`config.mk`:
```
export PLATFORM = sky130hd
export DESIGN_NAME = uart_modem_ctl
export DESIGN_NICKNAME = d
export VERILOG_FILES = /design/src/rtl/modem_ctl_pkg.sv /design/src/rtl/modem_ctl_ctrl.sv /design/src/rtl/modem_ctl_dp.sv /design/src/rtl/uart_modem_ctl.sv
export SDC_FILE = /design/constraint.sdc
export NUM_CORES = 1
export LEC_CHECK = 0
export BUFFER_PORTS_ARGS = -buffer_cell sky130_fd_sc_hd__clkbuf_2
export CAP_MARGIN = 5
export CORE_UTILIZATION = 41
export CTS_CLUSTER_DIAMETER = 60
export DETAILED_ROUTE_END_ITERATION = 10
export GPL_ROUTABILITY_DRIVEN = 0
export PLACE_DENSITY = 0.74
export SLEW_MARGIN = 20
export SYNTH_ARGS = -nofsm -noshare
export SYNTH_HDL_FRONTEND = slang
export SYNTH_SLANG_ARGS = --single-unit
```
`constraint.sdc`:
```
create_clock -name clk -period 1.2 [get_ports clk]
set_clock_uncertainty 0.05 [all_clocks]
set_input_delay 0.18 -clock clk [delete_from_list [all_inputs] [get_ports clk]]
set_output_delay 0.18 -clock clk [all_outputs]
set_load 0.02 [all_outputs]
```
`src/rtl/modem_ctl_pkg.sv`:
```
package modem_ctl_pkg;
  // positions inside the four-bit modem line vector (also status byte order)
  localparam int LINE_CTS = 0;
  localparam int LINE_DSR = 1;
  localparam int LINE_RI  = 2;
  localparam int LINE_DCD = 3;
  localparam int NUM_LINES = 4;

  // control byte field positions
  localparam int CB_DTR  = 0;
  localparam int CB_RTS  = 1;
  localparam int CB_AUX  = 2;
  localparam int CB_IRQE = 3;
  localparam int CB_LOOP = 4;
  localparam int CB_BITS = 5;

  typedef struct packed {
    logic selCtl;
    logic selStat;
    logic wrCtl;
    logic rdStat;
  } ctlStrobes_t;
endpackage

```
`src/rtl/modem_ctl_ctrl.sv`:
```
module modem_ctl_ctrl
  import modem_ctl_pkg::*;
#(
  parameter int ADDR_W      = 3,
  parameter int CTL_OFFSET  = 4,
  parameter int STAT_OFFSET = 6
) (
  input  logic [ADDR_W-1:0] regAddr,
  input  logic              regWrEn,
  input  logic              regRdEn,
  output ctlStrobes_t       stb
);
  localparam logic [ADDR_W-1:0] CTL_ADR  = ADDR_W'(CTL_OFFSET);
  localparam logic [ADDR_W-1:0] STAT_ADR = ADDR_W'(STAT_OFFSET);

  always_comb begin
    stb.selCtl  = (regAddr == CTL_ADR);
    stb.selStat = (regAddr == STAT_ADR);
    stb.wrCtl   = regWrEn & stb.selCtl;
    stb.rdStat  = regRdEn & stb.selStat;
  end
endmodule

```
`src/rtl/modem_ctl_dp.sv`:
```
module modem_ctl_dp
  import modem_ctl_pkg::*;
#(
  parameter int SYNC_STAGES = 2
) (
  input  logic        clk,
  input  logic        rstN,
  input  ctlStrobes_t stb,
  input  logic [7:0]  wrData,
  output logic [7:0]  rdData,
  input  logic [NUM_LINES-1:0] lineIn_n,
  output logic        dtrOut_n,
  output logic        rtsOut_n,
  input  logic        txShiftOut,
  input  logic        rxdPin,
  output logic        txdPin,
  output logic        rxShiftIn,
  input  logic        uartIrq,
  output logic        irqOut,
  output logic        irqOutEn,
  input  logic        msIntEn,
  output logic        msIrq
);
  logic [CB_BITS-1:0]   ctlQ;
  logic [NUM_LINES-1:0] syncQ [SYNC_STAGES];
  logic [NUM_LINES-1:0] extLvl, loopLvl, statNow, statPrev, deltaQ, deltaHit;
  logic                 loopOn;

  assign loopOn = ctlQ[CB_LOOP];

  // control byte storage; upper bits are never stored
  always_ff @(posedge clk) begin
    if (!rstN)          ctlQ <= '0;
    else if (stb.wrCtl) ctlQ <= wrData[CB_BITS-1:0];
  end

  // external line synchronizer, active-high after inversion
  always_ff @(posedge clk) begin
    if (!rstN) begin
      for (int s = 0; s < SYNC_STAGES; s++) syncQ[s] <= '0;
    end else begin
      syncQ[0] <= ~lineIn_n;
      for (int s = 1; s < SYNC_STAGES; s++) syncQ[s] <= syncQ[s-1];
    end
  end
  assign extLvl = syncQ[SYNC_STAGES-1];

  // loop substitution: DTR->DSR, RTS->CTS, AUX->RI, IRQE->DCD
  always_comb begin
    loopLvl           = '0;
    loopLvl[LINE_DSR] = ctlQ[CB_DTR];
    loopLvl[LINE_CTS] = ctlQ[CB_RTS];
    loopLvl[LINE_RI]  = ctlQ[CB_AUX];
    loopLvl[LINE_DCD] = ctlQ[CB_IRQE];
  end
  assign statNow = loopOn ? loopLvl : extLvl;

  // per-line change detection; the ring line reports trailing edges only
  for (genvar i = 0; i < NUM_LINES; i++) begin : g_line
    if (i == LINE_RI) begin : g_trail
      assign deltaHit[i] = statPrev[i] & ~statNow[i];
    end else begin : g_any
      assign deltaHit[i] = statPrev[i] ^ statNow[i];
    end
  end

  always_ff @(posedge clk) begin
    if (!rstN) begin
      statPrev <= '0;
      deltaQ   <= '0;
    end else begin
      statPrev <= statNow;
      deltaQ   <= (stb.rdStat ? '0 : deltaQ) | deltaHit;
    end
  end

  // pins and serial routing
  assign dtrOut_n  = loopOn | ~ctlQ[CB_DTR];
  assign rtsOut_n  = loopOn | ~ctlQ[CB_RTS];
  assign irqOutEn  = ~loopOn & ctlQ[CB_IRQE];
  assign irqOut    = uartIrq;
  assign txdPin    = loopOn | txShiftOut;
  assign rxShiftIn = loopOn ? txShiftOut : rxdPin;
  assign msIrq     = msIntEn & (|deltaQ);

  always_comb begin
    rdData = '0;
    if (stb.selCtl)       rdData = {{(8-CB_BITS){1'b0}}, ctlQ};
    else if (stb.selStat) rdData = {statNow, deltaQ};
  end

  AST_WR_STORES: assert property (@(posedge clk) disable iff (!rstN)
    stb.wrCtl |=> ctlQ == $past(wrData[CB_BITS-1:0]));
  AST_LOOP_PINS_IDLE: assert property (@(posedge clk) disable iff (!rstN)
    $past(stb.wrCtl) && $past(wrData[CB_LOOP]) |-> dtrOut_n && rtsOut_n && !irqOutEn && txdPin);
  AST_FLAG_STICKY: assert property (@(posedge clk) disable iff (!rstN)
    !stb.rdStat |=> (($past(deltaQ) & ~deltaQ) == '0));
  AST_RI_TRAIL: assert property (@(posedge clk) disable iff (!rstN)
    $fell(statNow[LINE_RI]) |=> deltaQ[LINE_RI]);
  AST_READ_CLEARS: assert property (@(posedge clk) disable iff (!rstN)
    stb.rdStat && (deltaHit == '0) |=> deltaQ == '0);
  AST_MS_IRQ: assert property (@(posedge clk) disable iff (!rstN)
    (deltaQ == '0) |-> !msIrq);
endmodule

```
`src/rtl/uart_modem_ctl.sv`:
```
module uart_modem_ctl
  import modem_ctl_pkg::*;
#(
  parameter int ADDR_W      = 3,
  parameter int CTL_OFFSET  = 4,
  parameter int STAT_OFFSET = 6,
  parameter int SYNC_STAGES = 2
) (
  input  logic              clk,
  input  logic              rstN,
  input  logic [ADDR_W-1:0] regAddr,
  input  logic              regWrEn,
  input  logic [7:0]        regWrData,
  input  logic              regRdEn,
  output logic [7:0]        regRdData,
  input  logic              ctsIn_n,
  input  logic              dsrIn_n,
  input  logic              riIn_n,
  input  logic              dcdIn_n,
  output logic              dtrOut_n,
  output logic              rtsOut_n,
  input  logic              txShiftOut,
  input  logic              rxdPin,
  output logic              txdPin,
  output logic              rxShiftIn,
  input  logic              uartIrq,
  output logic              irqOut,
  output logic              irqOutEn,
  input  logic              msIntEn,
  output logic              msIrq
);
  ctlStrobes_t          stb;
  logic [NUM_LINES-1:0] lineIn_n;

  always_comb begin
    lineIn_n           = '1;
    lineIn_n[LINE_CTS] = ctsIn_n;
    lineIn_n[LINE_DSR] = dsrIn_n;
    lineIn_n[LINE_RI]  = riIn_n;
    lineIn_n[LINE_DCD] = dcdIn_n;
  end

  modem_ctl_ctrl #(
    .ADDR_W(ADDR_W), .CTL_OFFSET(CTL_OFFSET), .STAT_OFFSET(STAT_OFFSET)
  ) u_ctrl (
    .regAddr(regAddr), .regWrEn(regWrEn), .regRdEn(regRdEn), .stb(stb)
  );

  modem_ctl_dp #(.SYNC_STAGES(SYNC_STAGES)) u_dp (
    .clk(clk), .rstN(rstN), .stb(stb), .wrData(regWrData), .rdData(regRdData),
    .lineIn_n(lineIn_n), .dtrOut_n(dtrOut_n), .rtsOut_n(rtsOut_n),
    .txShiftOut(txShiftOut), .rxdPin(rxdPin), .txdPin(txdPin), .rxShiftIn(rxShiftIn),
    .uartIrq(uartIrq), .irqOut(irqOut), .irqOutEn(irqOutEn),
    .msIntEn(msIntEn), .msIrq(msIrq)
  );
endmodule

```
# --- Yosys cells after proc, flatten, opt, wreduce, memory -nomap -nowiden ---
# Memories as Yosys holds them, arrays and structs flattened.
# Cells that the tools add are included.
totals:
  in_bits: 23
  ram_bits: 8
  regBits: 13
  n_memories: 1
  word_cells: 35
classes:
  n_reduce_logical: 1
  n_eq_ne: 2
  muxes: 9
  bitwise_logic: 19
memory_table:
  columns: ["memory", "words", "word_bits", "read_ports", "rd_ports_with_merged_regs", "wr", "line", "rtl"]
  rows:
  - ["u_dp.syncQ", 2, 4, 2, 0, 2, "modem_ctl_dp.sv:25", "logic [NUM_LINES-1:0] syncQ [SYNC_STAGES];"]
op_table:
  columns: ["operator", "count"]
  rows:
  - ["$mux W4", 4]
  - ["$mux W8", 2]
  - ["$eq A3 B3 Y1 const B", 2]
  - ["$and A1 B1 Y1", 5]
  - ["$or A1 B1 Y1", 5]
  - ["$not A1 Y1", 4]
  - ["$not A4 Y4", 1]
  - ["$or A4 B4 Y4", 1]
  - ["$reduce_or A4 Y1", 1]
  - ["$mux W1", 3]
  - ["$xor A1 B1 Y1", 3]

# --- Longest topological paths before layout ---
# Gate-level depths: netlist (run 1).
depth:
  word_depth: 4
  depth_mapped: 5
  ltp_nobuf: 3

# --- By module ---
# A second synthesis (run 1) with hierarchy kept.
hier_totals:
  cells_unflattened: 85
  area_unflattened_um2: 897.1
modules_own_cells:
  columns: ["mod", "instances", "area_each_um2", "seq_area_each_um2", "cells_per_inst"]
  rows:
  - ["modem_ctl_dp", 1, 855.8, 420.4, 81]
  - ["modem_ctl_ctrl", 1, 41.3, 0.0, 4]

# --- Least setup slack after synthesis (run 1) ---
# No wires, ideal clock.
synth_timing:
  path_type: "register to output"
  startpoint: "register u_dp.ctlQ[4]"
  endpoint: "output port regRdData[4]"
  path_stages_with_launch: 4
  required_time_ns: 0.970
  arrival_time_ns: 1.133
  path_slack_ns: -0.163
  cell_sequence: "dfxtp_1 > buf_4 > a21oi_1 > a311oi_1"
synth_between:
  elab_chain_cells: 3
synth_lines:
  columns: ["element", "line", "rtl"]
  rows:
  - ["from (decl)", "modem_ctl_dp.sv:24", "logic [CB_BITS-1:0] ctlQ;"]
  - ["from (signal assigned)", "modem_ctl_dp.sv:34", "else if (stb.wrCtl) ctlQ <= wrData[CB_BITS-1:0];"]
  - ["$mux W4", "modem_ctl_dp.sv:56", "assign statNow = loopOn ? loopLvl : extLvl;"]
  - ["$mux W8", "modem_ctl_dp.sv:89", "else if (stb.selStat) rdData = {statNow, deltaQ};"]
  - ["$mux W8 *", "modem_ctl_dp.sv:88", "if (stb.selCtl) rdData = {{(8-CB_BITS){1'b0}}, ctlQ};"]
  - ["to (decl)", "uart_modem_ctl.sv:15", "output logic [7:0] regRdData,"]
# Every way passes the cells marked *; elsewhere a longest branch is shown, timed or not.

# --- Worst setup path after layout (run 1) ---
layout_timing:
  startpoint: "register u_dp.deltaQ[2]"
  endpoint: "output port msIrq"
layout_between:
  elab_chain_cells: 2
layout_lines:
  columns: ["element", "line", "rtl"]
  rows:
  - ["from (decl)", "modem_ctl_dp.sv:26", "logic [NUM_LINES-1:0] extLvl, loopLvl, statNow, statPrev, deltaQ, deltaHit;"]
  - ["from (signal assigned)", "modem_ctl_dp.sv:73", "deltaQ <= (stb.rdStat ? '0 : deltaQ) | deltaHit;"]
  - ["$reduce_or A4 Y1", "modem_ctl_dp.sv:84", "assign msIrq = msIntEn & (|deltaQ);"]
  - ["$and A1 B1 Y1", "modem_ctl_dp.sv:84", null]
  - ["to (decl)", "uart_modem_ctl.sv:30", "output logic msIrq"]
# Every way passes these cells.

==> results_dict.tcl, run 1 <==
set metrics [dict create \
    clock.fmax_ghz 0.6811 \
    dp_hpwl_mm 1.304 \
    viasPerCell 4.543 \
    synth_seq_cells 21 \
    seq_area_frac_synth_pct 45.96 \
    syn_area_per_cell_um2 10.39 \
    reg2regPathDepth 4 \
    tightest_slew_ps 305.6 \
    min_from "regWrData[1]" \
    routed_wl_mm 1.817 \
    leakagePower_nw 0.5519 \
    yosysWarnings 0 \
    pin_count 38 \
    total_power_mw 1.276 \
    cts_tree "built" \
    syn-cell-area_um2 914.6 \
    max-slew-margin-rel_pct 79.63 \
    synth-main-ff-cell "dfxtp_1" \
    cts_root_buffer "clkbuf_4" \
    syn_to_final_growth_pct 39.40 \
    switching_share_pct 24.30 \
    vdd_drop_max_mv 0.6425 \
    numClockSinks 21 \
    netlist_top_cells_count "21 x dfxtp_1, 15 x nor2b_1, 13 x mux2i_1, 7 x nor2_1, 4 x and2_1" \
    wl_met2_um 888 \
    overflow 0 \
    initial_utilization_pct 45.24 \
    worstPathMaxFanout 2 \
    yosysTopAreaCell "dfxtp_1" \
    dp_slack_ps -212.7 \
    netSwitchingPower_mw 0.3100 \
    yosysMostFrequentCell "dfxtp_1" \
    ctsHtreeMaxLevel 1 \
    cts_buffers 3 \
    multiInputGateArea_um2 451.7 \
    wl_per_cell_um 11.22 \
    num_rows 16 \
    finalHoldViolCount 0 \
    drc_errors 0 \
    critical_path_class "flop to output port" \
    synth_cell_types 23 \
    grt_usage_pct 16.16 \
    insertion_delay_ps 300 \
    dr.pass1.iters 4 \
    postSynthCellCount 88 \
    cts.reportedPaths.clkPinSlew_ps 120 \
    power_frac_comb_pct 15.8 \
    ff_latch_area_um2 431.7 \
    p_clk_share_pct 26.1 \
    whs_path_depth 3 \
    finalCoreUtilization_pct 63.06 \
    fillers 176 \
    p_int_mw 0.9657 \
    grt_pass1_vias 682 \
    finalSetupViolations 14 \
    slew_viol_final 0 \
    end_kind "output port" \
    die_h_um 49.23 \
    port_buffers 32 \
    placedCellCount 151 \
    hold_end "u_dp.ctlQ[1]" \
    dieArea_um2 2424 \
    p_seq_share_pct 58.2 \
    hold_class "primary input to flop" \
    final_area_um2 1275 \
    cts_buffer_depth 2 \
    r2r-start "u_dp.ctlQ[4]" \
    period_share_pct 122.3 \
    antenna_found_initial 0 \
    arrival_ps 1240 \
    yosys-top-cells-area "dfxtp_1 46%, mux2i_1 14%, nor2b_1 10%, nor2_1 2.9%, xor2_1 2.9%" \
    layoutNonFillerInstCount 162 \
    drtIter0Drc 2 \
    top_layer_used "met4" \
    layout-drive-gt1-share_pct 44.44 \
    rsz0062_at_grt "true" \
    status "complete, but fails checks" \
    cap_violations 0 \
    critPathLaunchType "flop" \
    synth_edf_count 0 \
    coreArea_um2 2022 \
    rrSetupSlack_ps -20 \
    dieWidth_um 49.23 \
    synth_top_area_share_pct 45.96 \
    grt_first_pass_wirelength_mm 2.994 \
    diodes 0 \
    drtAntennaViolNets 0 \
    fin_hold_ws_ps 84.67 \
    vias 736 \
    timing.rr.end "u_dp.deltaQ[0]" \
    wl_met3_um 79 \
    fin_crit_ps 1468 \
    violations "setup timing" \
    placed_cell_area_um2 1145 \
    finalNetCount 159 \
    async_flop_share_pct 0 \
    power_per_cell_area_nw_per_um2 1001 \
    fin_setup_tns_ps -2222 \
    grt_max_degree 22 \
    finalWorstSetupSlack_ps -268.1 \
    cp.required_ps 970 \
    wl_met1_um 834 \
    synth_fp_nets 111 \
]
[layout make-up]
class / count / area share [%]
inverters: 1 / 0.2944
multi-input cells: 60 / 35.43
clock buffers: 3 / 1.766
well taps: 27 / 2.650
flip-flops and latches: 21 / 33.86
clock inverters: 1 / 0.3925
repair buffers: 49 / 25.61
[worst max-delay path, cell delays in order, from the launching register on]
cell and delay, ps:
dfxtp_2 340, o41a_1 430, clkbuf_8 170
[state kept, by name, summed over array words and instances (netlist names)]
register and cells:
u_dp.ctlQ 5, u_dp.syncQ 8, u_dp.deltaQ 4, u_dp.statPrev 4
[how the worst max path moves through the flow]
stage                     cells after the start           start             end  slack [ps]
final                                         2  u_dp.deltaQ[2]           msIrq        -270
after global routing                          3    u_dp.ctlQ[1]    regRdData[4]        -330
after CTS                                     3    u_dp.ctlQ[4]    regRdData[4]        -300
after detailed placement                      4    u_dp.ctlQ[4]  u_dp.deltaQ[0]        -210
after global placement                        4    u_dp.ctlQ[4]  u_dp.deltaQ[0]        -190
after floorplan                               4    u_dp.ctlQ[4]  u_dp.deltaQ[1]         0.2
[power groups by stage]
stage | Sequential (mW) | Combinational (mW) | Clock, mW
final | 0.742 | 0.201 | 0.333
after global routing | 0.746 | 0.219 | 0.383
after CTS | 0.741 | 0.196 | 0.347
after detailed placement | 0.758 | 0.173 | 0
after global placement | 0.757 | 0.168 | 0
after floorplan | 0.752 | 0.111 | 0
[cells in the final DEF, fill, tap and decap left out, types with 3 or more instances in the layout]
cell type       n
dfxtp_1        14
xor2_1          3
nor2_1          7
buf_4          16
and2_1          4
buf_2           3
nand2b_1        3
clkbuf_4        3
dfxtp_2         6
nand2_1         3
mux2i_1        13
nor2b_1        15
clkbuf_2       23
dlygate4sd3_1   4
[kinds of logic after synthesis]
| kind of cell | count (synthesis) | synth area share (%) |
|---|---|---|
| buf+inv | 7 | 5.334 |
| simple gates | 36 | 24.35 |
| xor+xnor | 3 | 2.873 |
| compound gates | 7 | 6.019 |
| flops | 21 | 45.96 |
| mux | 14 | 15.46 |
[layer usage]
| metal | up-vias | GRT usage, % |
|---|---|---|
| met2 | 22 | 27.40 |
| met1 | 330 | 19.50 |
| met3 | 2 | 3.115 |
| met5 | - | 0 |
| li1 | 382 | - |
| met4 | 0 | 7.353 |
[repair_timing]
action | 4_1_cts | 5_1_grt
pin swaps | 0 | 2
resized for setup | 11 | 14
endpoints found under the setup margin | 19 | 18
hold buffers | 4 | 0
buffers inserted | 2 | 1
endpoints found under the hold margin | 4 | 0
No activity file was read; power rests on OpenSTA's default activity.
==> run 2, diff against run 1 <==
TNS_END_PERCENT = 30   (was default)
==> run 2 against run 1 <==
Net effect: highest routed layer unchanged; sequential share of layout area grew 0.67 points; fmax grew 0.95%; critical path depth rose by 1; sequential power is essentially flat; register-to-register slack about the same; setup slack improved by 14 ps; die area is the same; the run still ends with setup timing left; core utilization down 0.87 points; final cell count decreased by 0.62%; worst hold slack gained 0.59 ps.
==> results_dict.tcl, run 2 (synthesis gave the netlist of run 1 again) <==
set metrics [dict create \
    ff_latch_area_um2 434.2 \
    cts.reportedPaths.clkPinSlew_ps 110 \
    arrival_ps 1220 \
    violations "setup timing" \
    layout-drive-gt1-share_pct 45.52 \
    wl_met3_um 77 \
    pin_count 38 \
    reg_top3 "u_dp.syncQ x8, u_dp.ctlQ x5" \
    vias 733 \
    drtAntennaViolNets 0 \
    layout_commonest_cell "clkbuf_2" \
    grt_usage_pct 15.84 \
    cts_root_buffer "clkbuf_4" \
    grt_first_pass_wirelength_mm 2.946 \
    reg2regPathDepth 4 \
    dr.pass1.iters 4 \
    insertion_delay_ps 300 \
    syn_to_final_growth_pct 37.48 \
    port_buffers 32 \
    min_from "regWrData[1]" \
    wl_met2_um 897 \
    drc_errors 0 \
    top_layer_used "met4" \
    overflow 0 \
    crit_chain "buf_4 -> a311oi_2 -> buf_4" \
    antenna_found_initial 0 \
    tightest_slew_ps 306.8 \
    leakagePower_nw 0.5456 \
    placed_cell_area_um2 1145 \
    finalWorstSetupSlack_ps -254.3 \
    die_h_um 49.23 \
    coreArea_um2 2022 \
    dieArea_um2 2424 \
    final_area_um2 1257 \
    vdd_drop_max_mv 0.6346 \
    slew_viol_final 0 \
    status "complete, but fails checks" \
    r2r-start "u_dp.ctlQ[4]" \
    cpLargestDelayFamily "flip-flops" \
    fin_hold_ws_ps 85.26 \
    cts_buffer_depth 2 \
    critPathMaxStageDelay_ps 400 \
    finalHoldViolCount 0 \
    fillers 184 \
    clock.fmax_ghz 0.6876 \
    numClockSinks 21 \
    fin_setup_tns_ps -2201 \
    finalNetCount 158 \
    cp_num_cells 3 \
    largest_reg_flops 8 \
    diodes 0 \
    drtIter0Drc 3 \
    dieWidth_um 49.23 \
    initial_utilization_pct 45.24 \
    max-slew-margin-rel_pct 79.55 \
    dp_hpwl_mm 1.304 \
    cp_num_buf_inv 2 \
    num_rows 16 \
    cap_violations 0 \
    worstPathMaxFanout 9 \
    power_per_cell_area_nw_per_um2 1008 \
    crit_slowest_cell "dfxtp_4" \
    ctsHtreeMaxLevel 1 \
    critical_path_class "flop to output port" \
    end_kind "output port" \
    multiInputGateArea_um2 451.7 \
    rsz0062_at_grt "true" \
    routed_wl_mm 1.818 \
    cts_buffers 3 \
    wl_met1_um 827 \
    hold_class "primary input to flop" \
    final_cell_mix "23 x clkbuf_2, 16 x buf_4, 15 x nor2b_1" \
    critPathLaunchType "flop" \
    cp.required_ps 970 \
    critPathMostFrequentCell "buf_4" \
    wl_per_cell_um 11.29 \
    viasPerCell 4.553 \
    fin_crit_ps 1454 \
    crit_start "u_dp.ctlQ[4]" \
    finalSetupViolations 14 \
    grt_pass1_vias 683 \
    whs_path_depth 3 \
    cts_tree "built" \
    grt_max_degree 22 \
    period_share_pct 121.2 \
    largest-register "u_dp.syncQ" \
]
## run 2: cell count changes in the layout (fill, tap and decap cells not counted)
cell      delta
dfxtp_2      +2
buf_6        -1
clkbuf_8     -1
buf_2        +1
dfxtp_1      -2
## run 2: timing repair
| item | 4_1_cts | 5_1_grt |
|---|---|---|
| gates resized for setup | 12 | 13 |
| pin swaps | 0 | 0 |
| setup buffers | 0 | 2 |
| hold buffers | 4 | 0 |
| endpoints found under the hold margin | 4 | 0 |
| setup endpoints to repair | 19 | 18 |
## run 2: per-layer routing
layer / vias up / GRT usage, %
met1: 328 / 18.36
met4: 0 / 7.353
li1: 381 / -
met3: 2 / 3.427
met5: - / 0
met2: 22 / 27.40
## run 2: area by class of cell
class,instances,share of cell area [%]
clock buffers,3,1.791
clock inverters,1,0.3980
inverters,1,0.2985
multi-input cells,60,35.92
flip-flops and latches,21,34.53
well taps,27,2.687
repair buffers,48,24.38
## run 2: metrics by stage
stage	power [mW]	util, %	setup slack [ps]	instances
after CTS	1.274	60.95	-300.8	159
after global routing	1.343	62.19	-328.0	161
after detailed placement	0.9307	56.62	-212.7	151
after floorplan	0.8629	-	0.1562	88
final	1.268	62.19	-254.3	161
after global placement	0.9253	56.62	-185.0	151
## run 2: final timing paths
kind                                          to  slack [ps]
worst min-delay path                u_dp.ctlQ[1]          90
worst max-delay path                regRdData[4]        -250
worst max register to register    u_dp.deltaQ[0]         -20
worst min register to register  u_dp.syncQ[0][7]         390
## run 2: report_power, final
part | internal [mW] | total (mW) | switching, mW
registers | 0.726 | 0.741 | 0.0154
logic | 0.111 | 0.196 | 0.0851
clock network | 0.124 | 0.330 | 0.206
## run 2: tightest hold or removal path: stages
cell	delay (ps)
clkbuf_2	70
mux2i_1	60
nor2b_1	90
==> run 3, diff against run 2 <==
--- a/constraint.sdc
+++ b/constraint.sdc
@@ -4,2 +4,2 @@
 set_output_delay 0.18 -clock clk [all_outputs]
-set_load 0.02 [all_outputs]
+set_load 0.01 [all_outputs]
==> run 3 against run 2 <==
Net effect: the flow still finishes with violations (setup timing); non-clock buffer count is 1 lower; combinational power is 5% lower; routed wire length is 10% higher; worst hold slack better by 19 ps; fmax is 0.76% higher; largest cell class unchanged.
==> results_dict.tcl, run 3 (synthesis gave the netlist of run 1 again) <==
set metrics [dict create \
    status "complete, but fails checks" \
    violations "setup timing" \
    syn_to_final_growth_pct 41.72 \
    wl_per_cell_um 12.55 \
    finalSetupViolations 15 \
    dieArea_um2 2424 \
    drtIter0Drc 4 \
    arrival_ps 1210 \
    grt_first_pass_wirelength_mm 3.374 \
    finalHoldViolCount 0 \
    overflow 0 \
    cap_violations 0 \
    p_int_mw 0.9598 \
    die_h_um 49.23 \
    p_seq_share_pct 59.3 \
    cp.required_ps 970 \
    leakagePower_nw 0.5457 \
    fin_hold_ws_ps 104.6 \
    grt_pass1_vias 761 \
    critical_path_class "flop to output port" \
    fin_crit_ps 1443 \
    coreArea_um2 2022 \
    finalWorstSetupSlack_ps -243.4 \
    clock.fmax_ghz 0.6928 \
    period_share_pct 120.3 \
    layout_commonest_cell "clkbuf_2" \
    netSwitchingPower_mw 0.2901 \
    drtAntennaViolNets 0 \
    critPathMaxStageDelay_ps 450 \
    initial_utilization_pct 45.24 \
    cts_tree "built" \
    ctsHtreeMaxLevel 1 \
    largest-register "u_dp.syncQ" \
    num_rows 16 \
    placedCellCount 149 \
    cp_num_buf_inv 1 \
    worstPathMaxFanout 7 \
    p_clk_share_pct 25.8 \
    routed_wl_mm 2.008 \
    cts_root_buffer "clkbuf_4" \
    fin_setup_tns_ps -2236 \
    insertion_delay_ps 290 \
    finalNetCount 157 \
    critPathLaunchType "flop" \
    tightest_slew_ps 287.9 \
    slew_viol_final 0 \
    cts.reportedPaths.clkPinSlew_ps 110 \
    finalCoreUtilization_pct 64.11 \
    reg_top3 "u_dp.syncQ x8, u_dp.ctlQ x5" \
    port_buffers 32 \
    final_area_um2 1296 \
    max-slew-margin-rel_pct 80.81 \
    antenna_found_initial 0 \
    diodes 0 \
    dp_slack_ps -190.7 \
    power_per_cell_area_nw_per_um2 964.2 \
    total_power_mw 1.250 \
    placed_cell_area_um2 1124 \
    vias 754 \
    fillers 164 \
    numClockSinks 21 \
    crit_slowest_cell "dfxtp_4" \
    vdd_drop_max_mv 0.6374 \
    switching_share_pct 23.21 \
    grt_max_degree 22 \
    drc_errors 0 \
    viasPerCell 4.713 \
    end_kind "output port" \
    dieWidth_um 49.23 \
    power_frac_comb_pct 14.9 \
    cts_buffers 3 \
    largest_reg_flops 8 \
    final_cell_mix "29 x clkbuf_2, 15 x nor2b_1, 14 x dfxtp_1" \
    rsz0062_at_grt "true" \
    pin_count 38 \
    hold_class "primary input to flop" \
    layoutNonFillerInstCount 160 \
    cpLargestDelayFamily "flip-flops" \
    cts_buffer_depth 2 \
    crit_chain "mux2_2 -> clkbuf_2" \
    grt_usage_pct 18.48 \
    dr.pass1.iters 4 \
    layout-drive-gt1-share_pct 45.86 \
]
[run 3: cell types whose count changed in the layout (fill, tap and decap cells not counted), sizes merged]
cell	delta
buf	-7
clkbuf	+7
clkinv	-1
[run 3: layout make-up]
class	count	area, µm²	share of cell area, %
Tap cell	27	33.78	2.606
Timing Repair Buffer	47	296.5	22.88
Clock buffer	4	26.28	2.027
Sequential cell	21	436.7	33.69
Multi-Input combinational cell	60	499.2	38.51
Inverter	1	3.754	0.2896
[run 3: routing by layer]
| metal | routed length, µm | track usage, % |
|---|---|---|
| met1 | 876 | 20.54 |
| met3 | 84 | 2.492 |
| met2 | 1038 | 35.39 |
| met5 | 0 | 0 |
| met4 | 9 | 5.882 |
[run 3: repair_timing]
action,in CTS,in global routing
endpoints found under the setup margin,22,18
hold buffers,4,0
pin swaps,1,2
resized for setup,19,7
buffers inserted,3,0
hold endpoints to repair,4,0
gates cloned,0,0
[run 3: power by group through the flow]
stage               sequential, mW  combinational (mW)  clock, mW
floorplan                    0.752              0.0972          0
global placement             0.758               0.154          0
detailed placement           0.758               0.157          0
CTS                          0.742               0.181      0.338
global route                 0.745               0.203      0.373
finish                       0.741               0.186      0.323
[run 3: path summary, 6_finish.rpt]
kind                                  startpoint          endpoint  slack (ps)  cells past startpoint
worst max-delay path                u_dp.ctlQ[4]         rxShiftIn        -240                      2
worst min-delay path                regWrData[2]      u_dp.ctlQ[2]         100                      3
worst max register to register      u_dp.ctlQ[4]    u_dp.deltaQ[0]        -120                      5
worst min register to register  u_dp.syncQ[0][1]  u_dp.syncQ[0][5]         390                      1
[run 3: worst register-to-register path, stage by stage, from the launching register on]
cell and delay (ps):
dfxtp_4 450, buf_6 150, buf_6 110, mux2i_4 220, xor2_1 170, a21boi_1 80
